<file path="src/rtl/accm_pkg.sv">
package accm_pkg;
    parameter int DATA_W = 16;
    parameter int OP_W   = 4;
    localparam int ADDR_W = DATA_W - OP_W;

    localparam logic [OP_W-1:0] OPC_ADD   = OP_W'(1);
    localparam logic [OP_W-1:0] OPC_LOAD  = OP_W'(2);
    localparam logic [OP_W-1:0] OPC_STORE = OP_W'(3);

    typedef enum logic [1:0] {
        PH_FETCH = 2'd0,
        PH_EXEC  = 2'd1,
        PH_HALT  = 2'd2
    } phase_e;

    typedef enum logic [1:0] {
        ACT_LOAD  = 2'd0,
        ACT_ADD   = 2'd1,
        ACT_STORE = 2'd2,
        ACT_STOP  = 2'd3
    } act_e;

    typedef struct packed {
        logic [OP_W-1:0]   op;
        logic [ADDR_W-1:0] addr;
    } instr_t;

    function automatic act_e decode_op(input logic [OP_W-1:0] op);
        act_e a;
        case (op)
            OPC_LOAD:  a = ACT_LOAD;
            OPC_ADD:   a = ACT_ADD;
            OPC_STORE: a = ACT_STORE;
            default:   a = ACT_STOP;
        endcase
        return a;
    endfunction
endpackage

</file>
<file path="src/rtl/accm_seq.sv">
module accm_seq
    import accm_pkg::*;
#(
    parameter logic [ADDR_W-1:0] RESET_PC = 12'h101
) (
    input  logic              clk,
    input  logic              rst,
    input  logic [DATA_W-1:0] fetch_word,
    output phase_e            phase,
    output logic [ADDR_W-1:0] pc,
    output instr_t            ir,
    output act_e              act,
    output logic              halted
);
    always_comb act = decode_op(ir.op);

    always_ff @(posedge clk) begin
        if (rst) begin
            phase  <= PH_FETCH;
            pc     <= RESET_PC;
            ir     <= '0;
            halted <= 1'b0;
        end else begin
            case (phase)
                PH_FETCH: begin
                    ir    <= instr_t'(fetch_word);
                    pc    <= pc + ADDR_W'(1);
                    phase <= PH_EXEC;
                end
                PH_EXEC: begin
                    if (act == ACT_STOP) begin
                        phase  <= PH_HALT;
                        halted <= 1'b1;
                    end else begin
                        phase <= PH_FETCH;
                    end
                end
                default: phase <= PH_HALT;
            endcase
        end
    end

    assert_pc_step_R3: assert property (@(posedge clk) disable iff (rst)
        (phase == PH_EXEC) |-> (pc == $past(pc) + ADDR_W'(1)));

    assert_halt_sticky_R7: assert property (@(posedge clk) disable iff (rst)
        halted |=> halted);

    assert_halt_source_R7: assert property (@(posedge clk) disable iff (rst)
        $rose(halted) |-> ($past(phase) == PH_EXEC && $past(act) == ACT_STOP));
endmodule

</file>
<file path="src/rtl/accm_exec.sv">
module accm_exec
    import accm_pkg::*;
(
    input  logic              clk,
    input  logic              rst,
    input  logic              exec_en,
    input  act_e              act,
    input  logic [DATA_W-1:0] operand,
    output logic [DATA_W-1:0] acc
);
    logic [DATA_W-1:0] acc_next;

    always_comb begin
        acc_next = acc;
        if (exec_en) begin
            case (act)
                ACT_LOAD: acc_next = operand;
                ACT_ADD:  acc_next = acc + operand;
                default:  acc_next = acc;
            endcase
        end
    end

    always_ff @(posedge clk) begin
        if (rst) acc <= '0;
        else     acc <= acc_next;
    end

    assert_load_replace_R4: assert property (@(posedge clk) disable iff (rst)
        (exec_en && act == ACT_LOAD) |=> (acc == $past(operand)));

    assert_acc_hold_R5: assert property (@(posedge clk) disable iff (rst)
        !(exec_en && (act == ACT_LOAD || act == ACT_ADD)) |=> $stable(acc));
endmodule

</file>
<file path="src/rtl/accm_core.sv">
module accm_core
    import accm_pkg::*;
#(
    parameter logic [ADDR_W-1:0] RESET_PC = 12'h101
) (
    input  logic              clk,
    input  logic              rst,
    input  logic [DATA_W-1:0] mem_rdata,
    output logic [ADDR_W-1:0] mem_addr,
    output logic              mem_wr_en,
    output logic [DATA_W-1:0] mem_wdata,
    output logic              halted
);
    phase_e            phase;
    logic [ADDR_W-1:0] pc;
    instr_t            ir;
    act_e              act;
    logic              in_exec;
    logic [DATA_W-1:0] acc;

    accm_seq #(.RESET_PC(RESET_PC)) seq_i (
        .clk       (clk),
        .rst       (rst),
        .fetch_word(mem_rdata),
        .phase     (phase),
        .pc        (pc),
        .ir        (ir),
        .act       (act),
        .halted    (halted)
    );

    assign in_exec = (phase == PH_EXEC);

    accm_exec exec_i (
        .clk    (clk),
        .rst    (rst),
        .exec_en(in_exec),
        .act    (act),
        .operand(mem_rdata),
        .acc    (acc)
    );

    assign mem_addr  = in_exec ? ir.addr : pc;
    assign mem_wr_en = in_exec && (act == ACT_STORE);
    assign mem_wdata = acc;

    assert_write_in_exec_R6: assert property (@(posedge clk) disable iff (rst)
        mem_wr_en |-> (phase == PH_EXEC));

    assert_quiet_halt_R7: assert property (@(posedge clk) disable iff (rst)
        halted |-> (!mem_wr_en && (phase == PH_HALT)));

    assert_addr_frozen_R7: assert property (@(posedge clk) disable iff (rst)
        (halted && $past(halted)) |-> $stable(mem_addr));

    assert_reset_fetch_R1: assert property (@(posedge clk)
        $past(rst) |-> (mem_addr == RESET_PC && !mem_wr_en));
endmodule

</file>
<file path="config.mk">
export PLATFORM = sky130hd
export DESIGN_NAME = accm_core
export DESIGN_NICKNAME = d
export VERILOG_FILES = /design/src/rtl/accm_pkg.sv /design/src/rtl/accm_seq.sv /design/src/rtl/accm_exec.sv /design/src/rtl/accm_core.sv
export SDC_FILE = /design/constraint.sdc
export NUM_CORES = 1
export LEC_CHECK = 0
export BUFFER_PORTS_ARGS = -buffer_cell sky130_fd_sc_hd__buf_2
export CAP_MARGIN = 20
export CORE_MARGIN = 4
export CORE_UTILIZATION = 60
export DETAILED_ROUTE_END_ITERATION = 10
export HOLD_SLACK_MARGIN = 0.1
export PLACE_DENSITY = 0.85
export SLEW_MARGIN = 20
export SYNTH_ARGS = -nofsm -noshare
export SYNTH_HDL_FRONTEND = slang
export SYNTH_SLANG_ARGS = --single-unit
</file>
<file path="constraint.sdc">
create_clock -name clk -period 6.6 [get_ports clk]
set_input_delay 1.32 -clock clk [delete_from_list [all_inputs] [get_ports clk]]
set_output_delay 1.32 -clock clk [all_outputs]
set_load 0.01 [all_outputs]
</file>
==> results of run 1 <==
cell families (layout without fill, tap and decap cells):
logic type,after synthesis,in the layout,synth area share [%]
mux,17,17,6.688
fa+ha+maj,17,17,7.899
flops,47,47,33.75
compound gates,94,94,21.32
simple gates,128,128,21.28
buf+inv,19,60,3.725
xor+xnor,17,17,5.341
state kept, by name, summed over array words and instances, names as in the netlist:
signal        cells
exec_i.acc       16
seq_i.phase       2
seq_i.ir         16
seq_i.halted      1
seq_i.pc         12
layout make-up:
| type | count | share of cell area (%) |
|---|---|---|
| Inverter | 2 | 0.2412 |
| Multi-Input combinational cell | 273 | 55.99 |
| Clock inverter | 2 | 0.5225 |
| Timing Repair Buffer | 50 | 8.280 |
| Tap cell | 52 | 2.090 |
| Sequential cell | 47 | 30.23 |
| Clock buffer | 6 | 2.653 |
layout by cell type, fill, tap and decap left out, types with 2 or more instances in the layout:
master	n
nand4_1	3
nand2b_1	2
buf_2	47
or3_1	3
a211oi_1	4
nor2b_1	2
buf_4	3
dfxtp_1	47
nand2_1	63
and3_1	5
o211ai_1	4
o21a_1	2
a31oi_1	3
nor2_1	24
nand3_1	12
xor2_1	10
a21oi_1	45
o21ai_0	15
inv_1	2
mux2i_1	4
ha_1	16
and4_1	2
mux2_2	12
a311oi_1	5
nand3b_1	3
xnor2_1	7
nor3b_1	3
clkbuf_8	6
a21o_1	5
a41oi_2	2
report_power, final:
| part | internal [mW] | switching, mW |
|---|---|---|
| Sequential | 0.308 | 0.0212 |
| Clock | 0.0857 | 0.103 |
| Combinational | 0.0773 | 0.113 |
stage by stage:
stage	hold WS [ns]	utilization, %	total power [mW]	setup WS [ns]	instances
after floorplan	0.4329	-	0.4699	3.357	339
after global placement	0.4403	68.28	0.5171	3.115	424
after detailed placement	0.4454	68.28	0.5230	3.014	424
after CTS	0.4599	70.52	0.7096	3.296	432
after global routing	0.4763	70.52	0.7483	3.209	432
final	0.4553	70.52	0.7079	3.289	432
path summary, 6_finish.rpt:
check | endpoint
setup / recovery | exec_i.acc[10]
setup reg to reg | exec_i.acc[10]
hold / removal | seq_i.ir[11]
hold reg to reg | seq_i.ir[11]
critical path, stage by stage:
cell	delay, ns
buf_2	0.12
ha_1	0.24
fa_1	0.42
a21o_1	0.22
a221oi_2	0.40
a211oi_1	0.16
a211oi_2	0.24
xor2_1	0.09
a311oi_1	0.30
per-layer routing:
layer  up-vias  GRT usage (%)  wire, µm
met1      1199          31.23      3127
met5         -              0         0
li1       1291              -         -
met2        68          37.67      3234
met3        10          4.374       324
met4         0          8.217        98
==> metrics.yaml, run 1 <==
finish:
  multi_input_area_mm2: 0.001743
  area_growth_pct: 11.67
  fillerInstances: 370
  regArea_um2: 940.9
  drive_gt1_share_pct: 20.79
  antenna_cells: 0
  design_area_mm2: 0.003113
  fin_nets: 414
floorplanning:
  dieArea_mm2: 0.005800
  start_util_pct: 63.15
  core_region_area_mm2: 0.004414
  boundaryPins: 48
  die_h_um: 76.16
  die_w_um: 76.16
  rows: 24
cts:
  clock_sinks: 47
  cts_made_buffers: 5
  cts-hold-fix-buffers: 0
  root_buffer: "clkbuf_8"
  clk_pin_slew_ns: 0.09
  h-tree-depth: 2
  cts_tree: "yes"
  postCtsSetupBuffers: 0
  clock_latency_ns: 0.31
  clk_path_buf_depth: 2
  cts_resized: 0
route:
  via_count: 2568
  dr.pass1.iters: 4
  drt_iter0_markers: 169
  drt-vias-per-instance: 5.944
  drtAntennaViolNets: 0
  drc: 0
  wl_per_cell_um: 15.71
  routed_wl_mm: 6.785
sta:
  fin_tns_setup_ns: 0
  hold_violations: 0
  maxSlewViolCount: 0
  finalCritPeriodShare_pct: 50.17
  max_freq_mhz: 302.0
  setup_viol: 0
  period_needed_ns: 3.311
  rsz0062_at_grt: "no"
  worst_pin_slew_ns: 0.8401
  max_slew_margin_pct: 43.99
  clock-skew-final_ns: 0.006188
critical_path:
  r2r-start: "exec_i.acc[0]"
  cp.arrival_ns: 3.52
  worst-r2r-setup-slack_ns: 4.09
  rr_worst_depth: 8
  cp-end-kind: "flop"
  path_max_fanout: 4
  worstSetupPathType: "in -> reg"
  setup.worst_path.start_class: "primary input"
  crit_start: "mem_rdata[0]"
  worstPathRequired_ns: 6.81
synthesis:
  syn_nets: 374
  ys_dominant_reg_cell: "dfxtp_1"
  synth-seq-cells: 47
  ys_warn_count: 0
  synthArstFlopShare_pct: 0
  yosysMostFrequentCell: "nand2_1"
  synth_edf_count: 0
  synthTopCellsByArea: "dfxtp_1, nand2_1, a21oi_1"
  syn_area_mm2: 0.002788
  syn_avg_cell_area_um2: 8.223
  synth.distinct_cells: 50
  synthCells: 339
  synth.yosys.seq_area_share_pct: 33.75
  synth_top_area_share_pct: 33.75
  synth_top_cell_by_area: "dfxtp_1"
  synth_commonest_cells: "nand2_1, dfxtp_1, a21oi_1"
grt:
  antenna_found_initial: 0
  grt_usage_pct: 23.39
  grt_max_degree: 40
  grt_overflow: 0
  grt_pass1_wl_mm: 11.42
  grt_pass1_vias: 2435
worst_hold_path:
  worstHoldPathCells: 2
  worstHoldStart: "seq_i.ir[11]"
  hp-class: "reg -> reg"
power:
  p_per_area_mw_per_mm2: 227.4
  leakagePower_nw: 1.362
  vdd_drop_max_v: 0.0001079
place:
  gp_congestion: 0.8997
  placed_area_mm2: 0.003014
  port_buffers: 47
  hpwl_mm: 4.889
job:
  cap_violations: 0
outcome:
  outcome: "completed"
Power figures use the tool's default switching activity.
==> inputs of run 2 (changes only) <==
--- a/config.mk
+++ b/config.mk
@@ -8,10 +8,10 @@
 export BUFFER_PORTS_ARGS = -buffer_cell sky130_fd_sc_hd__buf_2
 export CAP_MARGIN = 20
 export CORE_MARGIN = 4
-export CORE_UTILIZATION = 60
+export CORE_UTILIZATION = 56
 export DETAILED_ROUTE_END_ITERATION = 10
 export HOLD_SLACK_MARGIN = 0.1
-export PLACE_DENSITY = 0.85
+export PLACE_DENSITY = 0.8
 export SLEW_MARGIN = 20
 export SYNTH_ARGS = -nofsm -noshare
 export SYNTH_HDL_FRONTEND = slang
==> constraint.sdc (replaced) <==
create_clock -name clk -period 3.1 [get_ports clk]
set_input_delay 0.62 -clock clk [delete_from_list [all_inputs] [get_ports clk]]
set_output_delay 0.62 -clock clk [all_outputs]
set_load 0.01 [all_outputs]
==> run 2 against run 1 <==
Net effect: critical path depth did not move; die area rose by 6.4%; clock power rose by 92%; global-route usage fell by 0.44 points; register-to-register slack got worse by 3.4 ns; sequential power rose by 110%; design area rose by 0.88%; routed wire length rose by 2.5%; worst setup slack got worse by 2.7 ns; via count rose by 2.0%.
==> metrics.yaml, run 2 (synthesis gave the netlist of run 1 again) <==
critical_path:
  cp_top_family: "compound AO/OA/AOI/OAI gates"  # unchanged
  worstSetupPathType: "in -> reg"  # unchanged
  cp.arrival_ns: 2.73  # was 3.52 ns
  setup.worst_path.start_class: "primary input"  # unchanged
  cp-end-kind: "flop"  # unchanged
  worstPathRequired_ns: 3.30  # was 6.81 ns
  path_max_fanout: 4  # unchanged
  worst_path_largest_cell_delay_ns: 0.41  # was 0.42 ns
  crit_slowest_cell: "fa_1"  # unchanged
  crit_chain: "buf_2, ha_1, fa_1, a21o_1, a221oi_2, a211oi_1, a211oi_2, xor2_1, a311oi_1"  # unchanged
  critPathBufInv: 1  # unchanged
grt:
  grt_overflow: 0  # unchanged
  grt_pass1_vias: 2498  # was 2435
  grt_pass1_wl_mm: 11.48  # was 11.42 mm
  use_met3_pct: 4.587  # was 4.374%
  grt_usage_pct: 22.96  # was 23.39%
  grt_busiest_layer: "met2"  # unchanged
  grtUsageMet1_pct: 28.98  # was 31.23%
  grt_max_degree: 39  # was 40
  grt_use_met2_pct: 39.05  # was 37.67%
  antenna_found_initial: 0  # unchanged
cts:
  h-tree-depth: 2  # unchanged
  cts_made_buffers: 5  # unchanged
  clk_pin_slew_ns: 0.09  # about the same
  clk_path_buf_depth: 2  # unchanged
  clock_sinks: 47  # unchanged
  root_buffer: "clkbuf_8"  # unchanged
  cts_tree: "yes"  # unchanged
  postCtsSetupBuffers: 0  # unchanged
  clock_latency_ns: 0.29  # was 0.31 ns
  cts_resized: 0  # unchanged
  cts-hold-fix-buffers: 0  # unchanged
place:
  gp_congestion: 0.9657  # was 0.8997
  dp_cells: 442  # was 424
  port_buffers: 47  # unchanged
  hpwl_mm: 5.048  # was 4.889 mm
finish:
  layout.cells.non_filler: 450  # was 432
  drive_gt1_share_pct: 21.15  # was 20.79%
  antenna_cells: 0  # unchanged
  reg_top3: "exec_i.acc (16), seq_i.ir (16), seq_i.pc (12)"  # unchanged
  fin_nets: 417  # was 414
  layout_commonest_cell: "nand2_1"  # unchanged
  final_cell_mix: "nand2_1, dfxtp_1, buf_2"  # unchanged
  area_growth_pct: 12.66  # was 11.67%
floorplanning:
  boundaryPins: 48  # unchanged
  start_util_pct: 58.25  # was 63.15%
  dieArea_mm2: 0.006171  # was 0.005800 mm²
  die_h_um: 78.56  # was 76.16 µm
  rows: 25  # was 24
  core_region_area_mm2: 0.004786  # was 0.004414 mm²
  die_w_um: 78.56  # was 76.16 µm
route:
  via_count: 2620  # was 2568
  drc: 0  # unchanged
  drt-vias-per-instance: 5.822  # was 5.944
  wl_per_cell_um: 15.46  # was 15.71 µm
  drtAntennaViolNets: 0  # unchanged
  dr.pass1.iters: 4  # unchanged
  routed_wl_mm: 6.955  # was 6.785 mm
  drt_iter0_markers: 208  # was 169
sta:
  hold_violations: 0  # unchanged
  maxSlewViolCount: 0  # unchanged
  max_slew_margin_pct: 45.12  # was 43.99%
  clock-skew-final_ns: 0.007813  # was 0.006188 ns
  period_needed_ns: 2.524
  setup_viol: 0  # unchanged
  rsz0062_at_grt: "no"  # unchanged
  fin_tns_setup_ns: 0  # unchanged
  finalCritPeriodShare_pct: 81.42
  worst_pin_slew_ns: 0.8208  # was 0.8401 ns
  max_freq_mhz: 396.2
worst_hold_path:
  hp-class: "reg -> reg"  # unchanged
power:
  leakagePower_nw: 1.371  # was 1.362 nW
  p_per_area_mw_per_mm2: 469.2  # was 227.4 mW/mm²
  vdd_drop_max_v: 0.0002981  # was 0.0001079 V
  total_power_mw: 1.474  # was 707.9 µW
outcome:
  outcome: "completed"  # unchanged
job:
  cap_violations: 0  # unchanged
[run 2: changes by cell type in the layout (fill, tap and decap cells not counted), sizes merged]
cell,delta
buf,+3
[run 2: tightest hold or removal path, stage by stage, from the launching register on]
cell	delay, ns
dfxtp_1	0.32
nand2_1	0.05
a21oi_1	0.05
[run 2: area by class of cell]
cell class              count  area (µm²)
multi-input cells         273        1743
fillers                   431        1645
flip-flops and latches     47       940.9
repair buffers             53       280.3
well taps                  67       83.83
clock buffers               6       72.57
clock inverters             2       12.51
inverters                   2       7.507
[run 2: path summary, 6_finish.rpt]
path,from,to,slack (ns),depth (start not counted)
worst min-delay path,seq_i.ir[4],seq_i.ir[4],0.46,2
worst min register to register,seq_i.ir[4],seq_i.ir[4],0.46,2
worst max-delay path,mem_rdata[0],exec_i.acc[10],0.58,9
worst max register to register,exec_i.acc[0],exec_i.acc[10],0.70,8
[run 2: per-stage QoR]
stage	hold slack, ns	area, µm²	utilization, %	setup slack [ns]
2_1_floorplan	0.4329	2788	-	0.5573
3_3_place_gp	0.4408	3055	63.84	0.3046
3_5_place_dp	0.4475	3055	63.84	0.2722
4_1_cts	0.4604	3141	65.62	0.5784
5_1_grt	0.4972	3141	65.62	0.4575
6_report	0.4581	3141	65.62	0.5758
[run 2: routing by layer]
layer,vias up,part of all wire (%)
met5,-,0
met2,56,50
met3,6,3.8
met4,0,0.79
li1,1297,-
met1,1261,45
[run 2: report_power, final]
group / switching (mW) / internal, mW / total (mW)
combinational: 0.243 / 0.169 / 0.413
clock: 0.204 / 0.158 / 0.362
sequential: 0.0435 / 0.655 / 0.699
